[src/rtl/lbranch_pkg.sv]
package lbranch_pkg;
   // selector pairs: index = cond[3:1], cond[0] inverts the pair's base test
   typedef enum logic [2:0] {
      PAIR_ALWAYS = 3'd0,
      PAIR_HIGHER = 3'd1,
      PAIR_CCLEAR = 3'd2,
      PAIR_ZCLEAR = 3'd3,
      PAIR_VCLEAR = 3'd4,
      PAIR_NCLEAR = 3'd5,
      PAIR_SGE    = 3'd6,
      PAIR_SGT    = 3'd7
   } pair_e;

   typedef struct packed {
      logic n;
      logic z;
      logic v;
      logic c;
   } flags_t;

   localparam logic [3:0] SEL_CARRY_CLEAR = 4'h4;
endpackage

[src/rtl/lbranch_cond.sv]
module lbranch_cond
   import lbranch_pkg::*;
(
   input  logic [3:0] cond,
   input  flags_t     flags,
   output logic       taken
);
   localparam int NPAIRS = 8;

   logic [NPAIRS-1:0] base_test;

   always_comb begin
      base_test              = '0;
      base_test[PAIR_ALWAYS] = 1'b1;
      base_test[PAIR_HIGHER] = ~(flags.c | flags.z);
      base_test[PAIR_CCLEAR] = ~flags.c;
      base_test[PAIR_ZCLEAR] = ~flags.z;
      base_test[PAIR_VCLEAR] = ~flags.v;
      base_test[PAIR_NCLEAR] = ~flags.n;
      base_test[PAIR_SGE]    = ~(flags.n ^ flags.v);
      base_test[PAIR_SGT]    = ~(flags.z | (flags.n ^ flags.v));
   end

   assign taken = base_test[cond[3:1]] ^ cond[0];
endmodule

[src/rtl/lbranch_target.sv]
module lbranch_target #(
   parameter int ADDR_W    = 16,
   parameter int OFS_W     = 16,
   parameter int OFS_BYTES = 2
) (
   input  logic [ADDR_W-1:0] pc,
   input  logic [OFS_W-1:0]  offset,
   input  logic              taken,
   output logic [ADDR_W-1:0] next_pc
);
   localparam int EXT_W = ADDR_W - OFS_W;

   logic [ADDR_W-1:0] skip_pc;
   logic [ADDR_W-1:0] ofs_ext;

   generate
      if (EXT_W > 0) begin : g_ext
         assign ofs_ext = {{EXT_W{offset[OFS_W-1]}}, offset};
      end else begin : g_noext
         assign ofs_ext = offset[ADDR_W-1:0];
      end
   endgenerate

   assign skip_pc = pc + ADDR_W'(OFS_BYTES);
   assign next_pc = taken ? skip_pc + ofs_ext : skip_pc;
endmodule

[src/rtl/lbranch_cost.sv]
module lbranch_cost
   import lbranch_pkg::*;
#(
   parameter int CYC_W    = 4,
   parameter int BASE_CYC = 5,
   parameter int HS_CYC   = 6
) (
   input  logic [3:0]       cond,
   input  logic             taken,
   output logic [CYC_W-1:0] cycles
);
   logic [CYC_W-1:0] base;

   assign base   = (cond == SEL_CARRY_CLEAR) ? CYC_W'(HS_CYC) : CYC_W'(BASE_CYC);
   assign cycles = base + CYC_W'(taken);
endmodule

[src/rtl/lbranch_eval.sv]
module lbranch_eval
   import lbranch_pkg::*;
#(
   parameter int ADDR_W    = 16,
   parameter int OFS_W     = 16,
   parameter int OFS_BYTES = 2,
   parameter int CYC_W     = 4,
   parameter int BASE_CYC  = 5,
   parameter int HS_CYC    = 6,
   parameter bit REG_OUT   = 1'b1
) (
   input  logic              clk,
   input  logic              rst,
   input  logic              in_valid,
   input  logic [3:0]        cond,
   input  logic [3:0]        flags,
   input  logic [ADDR_W-1:0] pc,
   input  logic [OFS_W-1:0]  offset,
   output logic              out_valid,
   output logic              taken,
   output logic [ADDR_W-1:0] next_pc,
   output logic [CYC_W-1:0]  cycles
);
   localparam int MAX_CYC = ((HS_CYC > BASE_CYC) ? HS_CYC : BASE_CYC) + 1;

   generate
      if (OFS_W > ADDR_W) begin : g_bad_ofs
         $error("lbranch_eval: OFS_W must not exceed ADDR_W");
      end
      if (MAX_CYC >= (1 << CYC_W)) begin : g_bad_cyc
         $error("lbranch_eval: CYC_W too narrow for cycle count");
      end
   endgenerate

   logic              c_taken;
   logic [ADDR_W-1:0] c_next;
   logic [CYC_W-1:0]  c_cycles;
   flags_t            f;

   assign f = flags_t'(flags);

   lbranch_cond u_cond (
      .cond  (cond),
      .flags (f),
      .taken (c_taken)
   );

   lbranch_target #(
      .ADDR_W    (ADDR_W),
      .OFS_W     (OFS_W),
      .OFS_BYTES (OFS_BYTES)
   ) u_target (
      .pc      (pc),
      .offset  (offset),
      .taken   (c_taken),
      .next_pc (c_next)
   );

   lbranch_cost #(
      .CYC_W    (CYC_W),
      .BASE_CYC (BASE_CYC),
      .HS_CYC   (HS_CYC)
   ) u_cost (
      .cond   (cond),
      .taken  (c_taken),
      .cycles (c_cycles)
   );

   generate
      if (REG_OUT) begin : g_reg
         always_ff @(posedge clk) begin
            if (rst) begin
               out_valid <= 1'b0;
               taken     <= 1'b0;
               next_pc   <= '0;
               cycles    <= '0;
            end else begin
               out_valid <= in_valid;
               if (in_valid) begin
                  taken   <= c_taken;
                  next_pc <= c_next;
                  cycles  <= c_cycles;
               end
            end
         end
      end else begin : g_comb
         assign out_valid = in_valid & ~rst;
         assign taken     = c_taken;
         assign next_pc   = c_next;
         assign cycles    = c_cycles;
      end
   endgenerate
endmodule

[config.mk]
export PLATFORM = sky130hd
export DESIGN_NAME = lbranch_eval
export DESIGN_NICKNAME = d
export VERILOG_FILES = /design/src/rtl/lbranch_pkg.sv /design/src/rtl/lbranch_cond.sv /design/src/rtl/lbranch_target.sv /design/src/rtl/lbranch_cost.sv /design/src/rtl/lbranch_eval.sv
export SDC_FILE = /design/constraint.sdc
export NUM_CORES = 1
export LEC_CHECK = 0
export ABC_AREA = 1
export BUFFER_PORTS_ARGS = -buffer_cell sky130_fd_sc_hd__clkbuf_2
export CAP_MARGIN = 20
export CELL_PAD_IN_SITES_DETAIL_PLACEMENT = 2
export CELL_PAD_IN_SITES_GLOBAL_PLACEMENT = 2
export CORE_MARGIN = 2
export CORE_UTILIZATION = 25
export DETAILED_ROUTE_END_ITERATION = 10
export GPL_TIMING_DRIVEN = 1
export PLACE_DENSITY_LB_ADDON = 0.1
export SYNTH_ARGS = -nofsm -noshare
export SYNTH_HDL_FRONTEND = slang
export SYNTH_SLANG_ARGS = --single-unit
[constraint.sdc]
create_clock -name clk -period 2.05 [get_ports clk]
set_input_delay 0.1025 -clock clk [delete_from_list [all_inputs] [get_ports clk]]
set_output_delay 0.1025 -clock clk [all_outputs]
set_load 0.01 [all_outputs]
==> reports/results.tsv <==
metric	value	unit
status	finished with violations	
number of synthesized register bits	22	
RSZ-0062 raised after global routing	true	
critical path cell sequence	clkbuf_8, ha_4, nand3_4, xnor2_1, buf_4, ha_2, nand2_2, inv_1, a21oi_2, nand2_2, nand2_1, nand3_2, nor2_1, nor2_2, a21oi_1, nor2_1	
clk buf depth	2	
total gr overflow	0	
DRT Pass-1 Iters	4	
largest net degree at the start of global routing	24	
Yosys top cell area share	18.8	%
first-pass GRT wire length	16700	microns
Avg WL per Cell	19.4	microns
root buffer cell	clkbuf_8	
vias in the first global route	3330	
Setup crit start	pc[2]	
Worst Slack Setup Final	-0.212	ns
Tot Pwr	1.88	mW
CTS buffer count	3	
row count	35	
Post-DRT Antenna Nets	0	
CTS tree	done	
Filler cells	1104	
die area	0.0104	sq mm
syn nets	458	
Core Region	0.00928	sq mm
DRT Wirelength	12700	microns
H-tree Lvls	1	
Setup crit end kind	flop	
Die Span Y	102	microns
Cell Area, Placed	0.00329	sq mm
Max Freq	442	MHz
PD cells	459	mW/mm^2
Post-synth EDFFs	0	
Vias per Instance	4.81	
Least-Margin Pin Slew	0.378	ns
Worst R2R Start	next_pc[9]	
Final min period	2.26	ns
CP Data Arrival Time	2.41	ns
Final period util	110	%
cell area after layout	0.00409	sq mm
Avg Inst Size Synth	6.12	sq um
CP delay by family, top	simple AND/OR/NAND/NOR gates	
Data required, critical path	2.20	ns
violated checks	setup timing	
synth top area cells	nand2_1, dfxtp_1, ha_1	
DRC	0	
commonest cells after routing, fill and taps aside	nand2_1, buf_4, clkbuf_2	
Lkg Pwr	2.06	nW
hold slack	0.212	ns
Final Hold Fails	0	
netlist area before placement	0.00240	sq mm
CP Max Fanout	4	
Vias	3151	
Gate Count Post-Synth	392	
Worst VDD drop	0.182	mV
CTS clock-pin slew for the worst setup and hold paths	0.08	ns
chip width	102	microns
share of layout cells above drive strength 1	51.0	%
initial core utilization	25.8	%
register area share after synthesis	18.4	%
clk_lat worst skew	0.25	ns
Clock Sink Count	22	
Largest stage delay, worst path	0.34	ns
number of port buffers	64	
MaxCap Viol Count	0	
Yosys Warn Count	0	
Slew Viols, Final	0	
Cell variety after synth	35	
final setup vio count	9	
Yosys top cell by area	nand2_1	
Hold/Removal Path Class	input pin to flop	
initial antenna violation count	0	
area grow syn2layout	70.8	%
cell total after placement	640	
buffer and inverter count on the worst path	3	
Top-Level Pins	65	
Slew headroom	74.6	%
Worst path slowest cell	xnor2_1	
hold path startpoint	pc[0]	
commonest non-fill, non-tap cell in the layout	nand2_1	
GPL Wtd Cong	0.803	
Clock Skew	0	ns
Nets	594	
ys flop type	dfxtp_1	
All-Layer GR Usage	20.4	%
Initial DRC Count	74	
Detail Placement HPWL	8420	microns
Setup CP Type	input pin to flop	
CP startpoint kind	input pin	
post-route insts no fill	655	
asr flop ratio synth	0	%
Ant. Diodes	0	
-- Yosys cell counts, types with 2 or more instances --
| master | instances |
|---|---|
| nand2_1 | 120 |
| inv_1 | 53 |
| nor2_1 | 42 |
| nand3_1 | 33 |
| dfxtp_1 | 22 |
| ha_1 | 22 |
| a21oi_1 | 19 |
| o21ai_0 | 10 |
| nand2_2 | 8 |
| xor2_1 | 8 |
| xnor2_1 | 7 |
| nor3_1 | 6 |
| a21oi_2 | 5 |
| nand3_2 | 5 |
| nand4_1 | 5 |
| o21ai_2 | 3 |
| buf_6 | 2 |
| buf_8 | 2 |
| clkbuf_1 | 2 |
| o211ai_1 | 2 |
| o21bai_1 | 2 |
-- per-stage QoR --
| step | setup WS [ns] | util, % | setup TNS, ns |
|---|---|---|---|
| final | -0.212 | 44.1 | -1.05 |
| after global placement | -0.436 | 35.5 | -3.30 |
| after CTS | 0.00160 | 39.4 | 0 |
| after global routing | -0.272 | 44.1 | -1.69 |
| after floorplan | 0.0218 | - | 0 |
| after detailed placement | -0.590 | 35.5 | -4.39 |
-- cells by family (layout without fill, tap and decap cells) --
logic type / Yosys count / count (layout) / synth area share (%)
buffers and inverters: 63 / 197 / 11.7
XOR/XNOR: 15 / 15 / 5.48
flip-flops: 22 / 22 / 18.4
AND/OR/NAND/NOR: 225 / 225 / 40.8
adder cells (fa/ha/maj): 23 / 23 / 12.3
AO/OA/AOI/OAI: 44 / 44 / 11.3
-- per-layer routing --
layer	routed length [microns]	up-vias	track usage, %
li1	-	1507	-
met4	244	0	4.21
met2	6760	64	37.2
met5	0	-	0
met3	240	16	0.821
met1	5460	1564	26.8
-- path summary, 6_finish.rpt --
kind	endpoint	slack (ns)	depth (start not counted)
worst min-delay path	next_pc[0]	0.21	5
worst min register to register	next_pc[12]	0.48	2
worst max-delay path	next_pc[11]	-0.21	16
worst max register to register	next_pc[9]	1.36	2
-- layout make-up --
class                      instances  area (sq um)  area share (%)
multi-input combinational        307          2280            55.7
clock buffer                       3          41.3            1.01
sequential                        22           440            10.8
timing repair buffer             140           965            23.6
tap                              129           161            3.94
inverter                          54           205            5.01
-- report_power, final --
group	total (mW)	leakage, nW	internal, mW	switching, mW
combinational	1.13	1.86	0.487	0.644
sequential	0.488	0.182	0.466	0.0217
clock	0.261	0.0216	0.131	0.131
total	1.88	2.06	1.08	0.796
-- flip-flops by register name, indices dropped and copies added (netlist names) --
| signal | cells |
|---|---|
| taken | 1 |
| out_valid | 1 |
| next_pc | 16 |
| cycles | 4 |
-- what timing repair did --
action | in CTS | in global routing
endpoints found under the setup margin | 9 | 9
resized for setup | 53 | 96
cloned | 0 | 0
buffers inserted | 8 | 6
pin swaps | 24 | 55
hold buffers | 0 | 0
-- worst register-to-register path: cells and delay by family, from the launching register on --
| kind | cells | cell delay, ns |
|---|---|---|
| flip-flops | 1 | 0.33 |
| AO/OA/AOI/OAI | 2 | 0.25 |
No activity file was read; power rests on OpenSTA's default activity.
